<file path="src/rtl/flash_ecc_pkg.sv">
package flash_ecc_pkg;

   typedef enum logic [1:0] {
      EV_CLEAN = 2'd0,
      EV_FIXED = 2'd1,
      EV_BAD   = 2'd2
   } ecc_ev_e;

   // Hamming bits needed for a data width (overall parity not counted)
   function automatic int ham_bits(input int dw);
      int r;
      r = 1;
      while ((1 << r) < dw + r + 1) r++;
      return r;
   endfunction

   // Codeword position of data bit idx: idx-th non power of two from 3
   function automatic int pos_of(input int idx);
      int n;
      n = 0;
      for (int q = 3; q < 8192; q++) begin
         if ((q & (q - 1)) != 0) begin
            if (n == idx) return q;
            n++;
         end
      end
      return 0;
   endfunction

endpackage

</file>
<file path="src/rtl/flash_ecc_syndrome.sv">
module flash_ecc_syndrome
   import flash_ecc_pkg::*;
#(
   parameter int DATA_W = 64,
   parameter int HAM_W  = 7
) (
   input  logic [DATA_W-1:0] data,
   input  logic [HAM_W:0]    chk,
   output logic [HAM_W-1:0]  syn,
   output ecc_ev_e           kind
);
   localparam logic [HAM_W:0] MAX_POS = (HAM_W+1)'(DATA_W + HAM_W);

   logic [HAM_W-1:0] contrib [DATA_W];
   logic             par_odd;

   for (genvar i = 0; i < DATA_W; i++) begin : g_pos
      localparam logic [HAM_W-1:0] P = HAM_W'(pos_of(i));
      assign contrib[i] = data[i] ? P : '0;
   end

   always_comb begin
      syn = chk[HAM_W-1:0];
      for (int i = 0; i < DATA_W; i++) syn = syn ^ contrib[i];
   end

   assign par_odd = ^{data, chk};

   always_comb begin
      if (!par_odd) kind = (syn == '0) ? EV_CLEAN : EV_BAD;
      else if ({1'b0, syn} > MAX_POS) kind = EV_BAD;
      else kind = EV_FIXED;
   end
endmodule

</file>
<file path="config.mk">
export PLATFORM = sky130hd
export DESIGN_NAME = flash_ecc_syndrome
export DESIGN_NICKNAME = d
export VERILOG_FILES = /design/src/rtl/flash_ecc_pkg.sv /design/src/rtl/flash_ecc_syndrome.sv
export SDC_FILE = /design/constraint.sdc
export NUM_CORES = 1
export LEC_CHECK = 0
export ABC_AREA = 1
export BUFFER_PORTS_ARGS = -buffer_cell sky130_fd_sc_hd__buf_4
export CORE_ASPECT_RATIO = 1.5
export CORE_UTILIZATION = 40
export DETAILED_ROUTE_END_ITERATION = 10
export PLACE_DENSITY = 0.65
export SLEW_MARGIN = 20
export SYNTH_ARGS = -nofsm -noshare
export SYNTH_HDL_FRONTEND = slang
export SYNTH_SLANG_ARGS = --single-unit
</file>
<file path="constraint.sdc">
create_clock -name vclk -period 1.3
set_input_delay 0.065 -clock vclk [all_inputs]
set_output_delay 0.065 -clock vclk [all_outputs]
set_load 0.02 [all_outputs]
</file>
# Yosys cells after proc, flatten, opt, wreduce, memory -nomap -nowiden
# Cells that the tools add are included.
# word_totals
register_bits	0
inputBits	72
# classes
order_cmp	1
n_mux	67
bitwise_logic	64
n_reduce_logical	2
# ops
operator	count
7-bit by 6-bit XOR with 7-bit output	31
6-bit 2-to-1 mux	31
7-bit by 5-bit XOR with 7-bit output	15
5-bit 2-to-1 mux	15
72-bit XOR reduction	1
7-bit 2-to-1 mux	7
7-bit by 4-bit XOR with 7-bit output	7
7-bit XOR	7
4-bit 2-to-1 mux	7
7-bit by 3-bit XOR with 7-bit output	3
3-bit 2-to-1 mux	3
2-bit 2-to-1 mux	4
7-bit greater-than comparator (second input constant)	1
7-bit zero test	1
7-bit by 2-bit XOR with 7-bit output	1

# Depth between registers and ports, before layout
# Gate-level depths: netlist of the first run.
# logic_depth
word_depth	68
ltp_mapped	20
mapped_depth_nobuf	20

# Least setup slack after synthesis of the first run
# OpenSTA, ideal clock, no wires.
# synth_path
path_kind	input to output
from	input port data[10]
to	output port kind[1]
t_arrival_ns	1.375
path_slack_ns	-0.140
path_stages	15
n_path_buf	1
path_cell_list	buf_4 xor2_1 nand2_1 nand2_2 xor2_1 nand2_1 nand2_1 nand2_1 nand3_1 nand2_1 nand2_1 nand2_1 nand2_2 nand2_1 inv_1
# synth_between
elab_chain_len	58
# synth_rtl
item	line	source
start, declared	flash_ecc_syndrome.sv:7	input logic [DATA_W-1:0] data,
4-bit 2-to-1 mux	flash_ecc_syndrome.sv:19	assign contrib[i] = data[i] ? P : '0;
7-bit by 4-bit XOR with 7-bit output	flash_ecc_syndrome.sv:24	for (int i = 0; i < DATA_W; i++) syn = syn ^ contrib[i];
7-bit by 5-bit XOR with 7-bit output (15 in a row)	flash_ecc_syndrome.sv:24	
7-bit by 6-bit XOR with 7-bit output (31 in a row)	flash_ecc_syndrome.sv:24	
7-bit XOR (7 in a row)	flash_ecc_syndrome.sv:24	
7-bit greater-than comparator or 7-bit zero test (tied branches)	flash_ecc_syndrome.sv:31, flash_ecc_syndrome.sv:30	
2-bit 2-to-1 mux (on tied branches)	flash_ecc_syndrome.sv:31, flash_ecc_syndrome.sv:30	
2-bit 2-to-1 mux *	flash_ecc_syndrome.sv:30	if (!par_odd) kind = (syn == '0) ? EV_CLEAN : EV_BAD;
end, declared	flash_ecc_syndrome.sv:10	output ecc_ev_e kind
# Mark *: on every way between the ends. The rest lies on a longest branch, timed or not.

# Worst setup path in the final report of the first run
# layout_path
from	input port data[57]
to	output port kind[1]
# layout_between
elab_chain_len	11
# layout_rtl
item	line
7-bit 2-to-1 mux	flash_ecc_syndrome.sv:19
7-bit XOR (7 in a row)	flash_ecc_syndrome.sv:24
7-bit greater-than comparator or 7-bit zero test (tied branches)	flash_ecc_syndrome.sv:31, flash_ecc_syndrome.sv:30
2-bit 2-to-1 mux (on tied branches)	flash_ecc_syndrome.sv:31, flash_ecc_syndrome.sv:30
2-bit 2-to-1 mux *	flash_ecc_syndrome.sv:30
# Marked as above.

==> flow_summary.yaml, run 1 <==
die:
  die_w_um: 75.5
  core_um2: 7710
  row_count: 39
  initial_core_util_pct: 42.0
  dieArea_um2: 8470
  ios: 81
  die_h_um: 112
yosys:
  synthCells: 685
  synth.distinct_cells: 20
  synth_top_area_share_pct: 44.1
  syn_area_um2: 3240
  avgSynthCellArea_um2: 4.73
  synth_area_leaders: "nand2_1, xnor2_1, inv_1, xor2_1, nand3_1"
  synth_nets: 757
  yosysSeqAreaShare_pct: 0
  yosysWarnings: 0
  synth_top_area_cell: "nand2_1"
critical_path:
  cp_max_fo: 4
  path_cells: "buf_4 -> inv_1 -> nand2_1 -> nand2_1 -> nand2_2 -> nand4_1 -> nand2_1 -> nand2_1 -> nand2_1 -> nand2_1 -> nand2_1 -> nand2_2 -> nand3_4 -> nor2_4 -> nand2_1 -> nand2_1 -> inv_2 -> buf_6"
  slowest_delay_ns: 0.15
  critical_path_arrival_ns: 1.85
  cp-start-kind: "input port"
  cpMaxStageDelayCell: "nand4_1"
  worst-setup-path-type: "input port to output pin"
  required_ns: 1.24
  cpMostUsedCell: "nand2_1"
  endpoint_kind: "output pin"
timing:
  fmax_mhz: 522
  worst_slack_ns: -0.617
  min_period_ns: 1.92
  rsz0062_at_grt: "true"
  finalHoldViolations: 0
  finalSetupViolCount: 9
  max_slew_margin_pct: 77.5
  slew_viol_final: 0
  tightest_slew_ns: 0.335
  final.period_utilization_pct: 147
  hold_ws_ns: 0.970
  tns_ns: -3.02
finish:
  diodes: 0
  register_area_um2: 0
  syn_to_final_growth_pct: 91.5
  n_clock_buffer: 0
  fin_nets: 891
  fillCellCount: 529
  utilization_pct: 80.5
  seq_cells: 0
  mostFrequentLayoutCell: "nand2_1"
  most-common-layout-cells: "nand2_1, nand2_2, buf_4"
  drive_gt1_share_pct: 59.1
drt:
  ant_nets: 0
  drt_iter0_drc: 341
  dr.pass1.iters: 5
  vias_per_cell: 5.34
  wl_per_cell_um: 16.3
  drc: 0
  vias: 4910
  wirelength_mm: 15.0
global_routing:
  grt_pass1_vias: 4261
  grt_usage_pct: 27.2
  grt_max_degree: 9
  grt_overflow: 0
  grt_pass1_wl_mm: 18.0
  antenna_found_initial: 0
place:
  gp_congestion: 0.914
  hpwlAfterDp_mm: 9.04
  portBuffers: 81
  post-place-ws_ns: -0.550
hold_path:
  worstHoldStart: "data[41]"
  holdPathEnd: "syn[4]"
  hold_depth: 9
  hold_path_class: "input port to output pin"
status:
  status: "finished with violations"
  violations: "negative setup slack"
power_and_ir_drop:
  p_per_area_nw_per_um2: 780
  leakagePower_nw: 3.40
  ir_drop_uv: 630
flow_run:
  maxCapViolCount: 0
-- worst max-delay path: cells and delay by family --
kind          cells  cell delay, ns
simple gates     14            1.38
buf+inv           4            0.38
-- cell families (layout without fill, tap and decap cells) --
kind of cell,Yosys count,after routing,share of synthesized area [%]
AO/OA/AOI/OAI,2,2,0.309
buffers and inverters,115,247,14.0
AND/OR/NAND/NOR,477,477,60.1
XOR/XNOR,91,91,25.5
-- power breakdown --
group          internal [W]  total, W  switching (W)
combinational       0.00209   0.00484        0.00275
sequential                0         0              0
clock                     0         0              0
total               0.00209   0.00484        0.00275
-- synth_stat cells, drive strengths merged --
cell	count
nor2	14
buf	6
inv	105
o21ai	2
or2	2
nand2	393
nand4	4
nand3	57
clkbuf	4
nand3b	7
xor2	41
xnor2	50
-- per-stage QoR --
stage               cell area (um^2)  power, W  instances
finish                          6200   0.00484        919
global route                    6200   0.00517        919
CTS                             5140   0.00382        918
detailed placement              4350   0.00315        913
global placement                4350   0.00310        913
floorplan                       3330   0.00200        685
-- layer usage --
layer	part of all wire [%]	vias to the layer above	GRT usage, %
met4	9.0	0	14.7
met3	5.0	99	1.08
met1	33	2263	27.0
met5	0	-	0
li1	-	2294	-
met2	53	254	53.2
-- final cells by class --
class	count	area [um^2]	area share [%]
Multi-Input combinational cell	570	4240	68.3
Timing Repair Buffer	142	1380	22.3
Inverter	105	457	7.36
Tap cell	102	128	2.06
-- worst max path at each step --
stage,from,to,cells after the start
6_report,data[57],kind[1],18
5_1_grt,data[57],kind[1],18
4_1_cts,data[25],kind[1],18
3_5_place_dp,data[15],kind[1],18
3_3_place_gp,data[15],kind[1],18
2_1_floorplan,data[31],kind[1],18
-- timing repair --
action                     in CTS  in global routing
hold buffers                    0                  0
resized for setup             212                286
pin swaps                     113                154
setup buffers                   7                  6
setup endpoints to repair       9                  9
(Power assumes the default switching activity.)
==> run 2: changes to the inputs <==
Settings changed: BUFFER_PORTS_ARGS -buffer_cell sky130_fd_sc_hd__buf_4 to -buffer_cell sky130_fd_sc_hd__buf_2.
==> run 2 against run 1 <==
The run still ends with negative setup slack left. Power fell by 8.2%. Count of clock-buffer cells in the layout did not move. Cell count rose by 0.76%. Sequential cell count did not move. Critical path depth rose by 1. Utilization fell by 6.5 points. Combinational power fell by 8.3%. Critical path type unchanged. Critical endpoint unchanged.
==> flow_summary.yaml, run 2 (same netlist as run 1, synthesis figures left out) <==
status:
  status: "finished with violations"
  violations: "negative setup slack"
global_routing:
  grt_usage_pct: 27.5
  grt_pass1_wl_mm: 18.3
  grt_overflow: 0
  antenna_found_initial: 0
  grt_max_degree: 9
  grt_pass1_vias: 4279
critical_path:
  cp_max_fo: 4
  worst-setup-path-type: "input port to output pin"
  cp-endpoint: "kind[1]"
  crit_start: "data[16]"
  critical_path_arrival_ns: 1.69
  cp-start-kind: "input port"
  endpoint_kind: "output pin"
  required_ns: 1.24
timing:
  worst_slack_ns: -0.455
  finalSetupViolCount: 9
  hold_ws_ns: 0.981
  max_slew_margin_pct: 78.4
  fmax_mhz: 570
  final.period_utilization_pct: 135
  rsz0062_at_grt: "true"
  finalHoldViolations: 0
  min_period_ns: 1.75
  slew_viol_final: 0
  tightest_slew_ns: 0.323
place:
  portBuffers: 81
  gp_congestion: 0.935
  hpwlAfterDp_mm: 8.84
  place_inst: 918
die:
  ios: 81
  die_w_um: 75.5
  die_h_um: 112
  dieArea_um2: 8470
  initial_core_util_pct: 42.0
  core_um2: 7710
  row_count: 39
finish:
  most-common-layout-cells: "nand2_1, nand2_2, buf_4"
  seq_cells: 0
  mostFrequentLayoutCell: "nand2_1"
  n_clock_buffer: 0
  fillCellCount: 601
  register_area_um2: 0
  fin_nets: 898
  drive_gt1_share_pct: 53.5
  stdcell_count: 926
  syn_to_final_growth_pct: 76.1
  diodes: 0
  utilization_pct: 74.0
power_and_ir_drop:
  leakagePower_nw: 3.28
  ir_drop_uv: 685
  p_per_area_nw_per_um2: 779
flow_run:
  maxCapViolCount: 0
drt:
  dr.pass1.iters: 5
  drc: 0
  vias: 4629
  drt_iter0_drc: 257
  vias_per_cell: 5.00
  wirelength_mm: 12.8
  ant_nets: 0
  wl_per_cell_um: 13.8
hold_path:
  hold_path_class: "input port to output pin"
[run 2: cell count changes in the layout (fill, tap and decap cells not counted), moves of 6 or more]
cell     previous run  this run
buf_2               0        31
buf_6              54        42
buf_4              77        66
xnor2_1            23        30
nand2_2           145       130
nand2_1           197       227
inv_1              44        56
xnor2_4            11         4
inv_4              16        10
nand2_4            49        35
[run 2: worst min path at each step]
stage	start	end	slack [ns]	cells after the start
floorplan	data[41]	syn[4]	0.52	5
finish	data[49]	syn[3]	0.98	9
global placement	data[60]	syn[6]	0.97	9
detailed placement	data[60]	syn[6]	0.98	9
CTS	data[49]	syn[3]	0.96	9
global route	data[49]	syn[3]	1.03	9
[run 2: what timing repair did]
action / in CTS / in global routing
setup buffers: 6 / 4
hold buffers: 0 / 0
endpoints found under the setup margin: 9 / 9
pin swaps: 96 / 88
resized for setup: 254 / 177
[run 2: area by class of cell]
cell class                 instances  area (um^2)  share of cell area [%]
tap                              102          128                    2.24
timing repair buffer             149         1300                    22.8
multi-input combinational        570         3850                    67.6
inverter                         105          424                    7.44
[run 2: power breakdown]
group / switching [W] / internal, W / leakage (nW)
combinational: 0.00247 / 0.00197 / 3.28
clock: 0 / 0 / 0
sequential: 0 / 0 / 0
[run 2: metrics by stage]
stage | cell area, um^2 | TNS (ns) | total power, W | setup WS (ns)
after floorplan | 3330 | -0.0584 | 0.00200 | -0.0571
after global placement | 4210 | -2.91 | 0.00296 | -0.516
after detailed placement | 4210 | -3.05 | 0.00302 | -0.514
after CTS | 5090 | -1.92 | 0.00382 | -0.375
after global routing | 5700 | -3.54 | 0.00480 | -0.602
final | 5700 | -2.55 | 0.00444 | -0.455
[run 2: worst max-delay path, stage by stage]
cell	delay, ns
buf_2	0.11
inv_1	0.06
nand2_1	0.06
nand2_2	0.13
nand2_1	0.10
nand2_2	0.13
xor2_1	0.17
nand2_1	0.10
nand2_1	0.10
nand2_2	0.08
nand2_2	0.07
nand2_2	0.05
nand2_1	0.05
nand2_1	0.05
nand2_1	0.07
nand2_2	0.07
nand2_2	0.07
inv_2	0.03
buf_6	0.12
[run 2: per-layer routing]
metal,GRT usage [%],vias up,wire length [um]
met5,0,-,0
met4,13.7,0,943
met3,0.808,56,454
met2,52.6,162,6890
met1,29.0,2112,4490
li1,-,2299,-
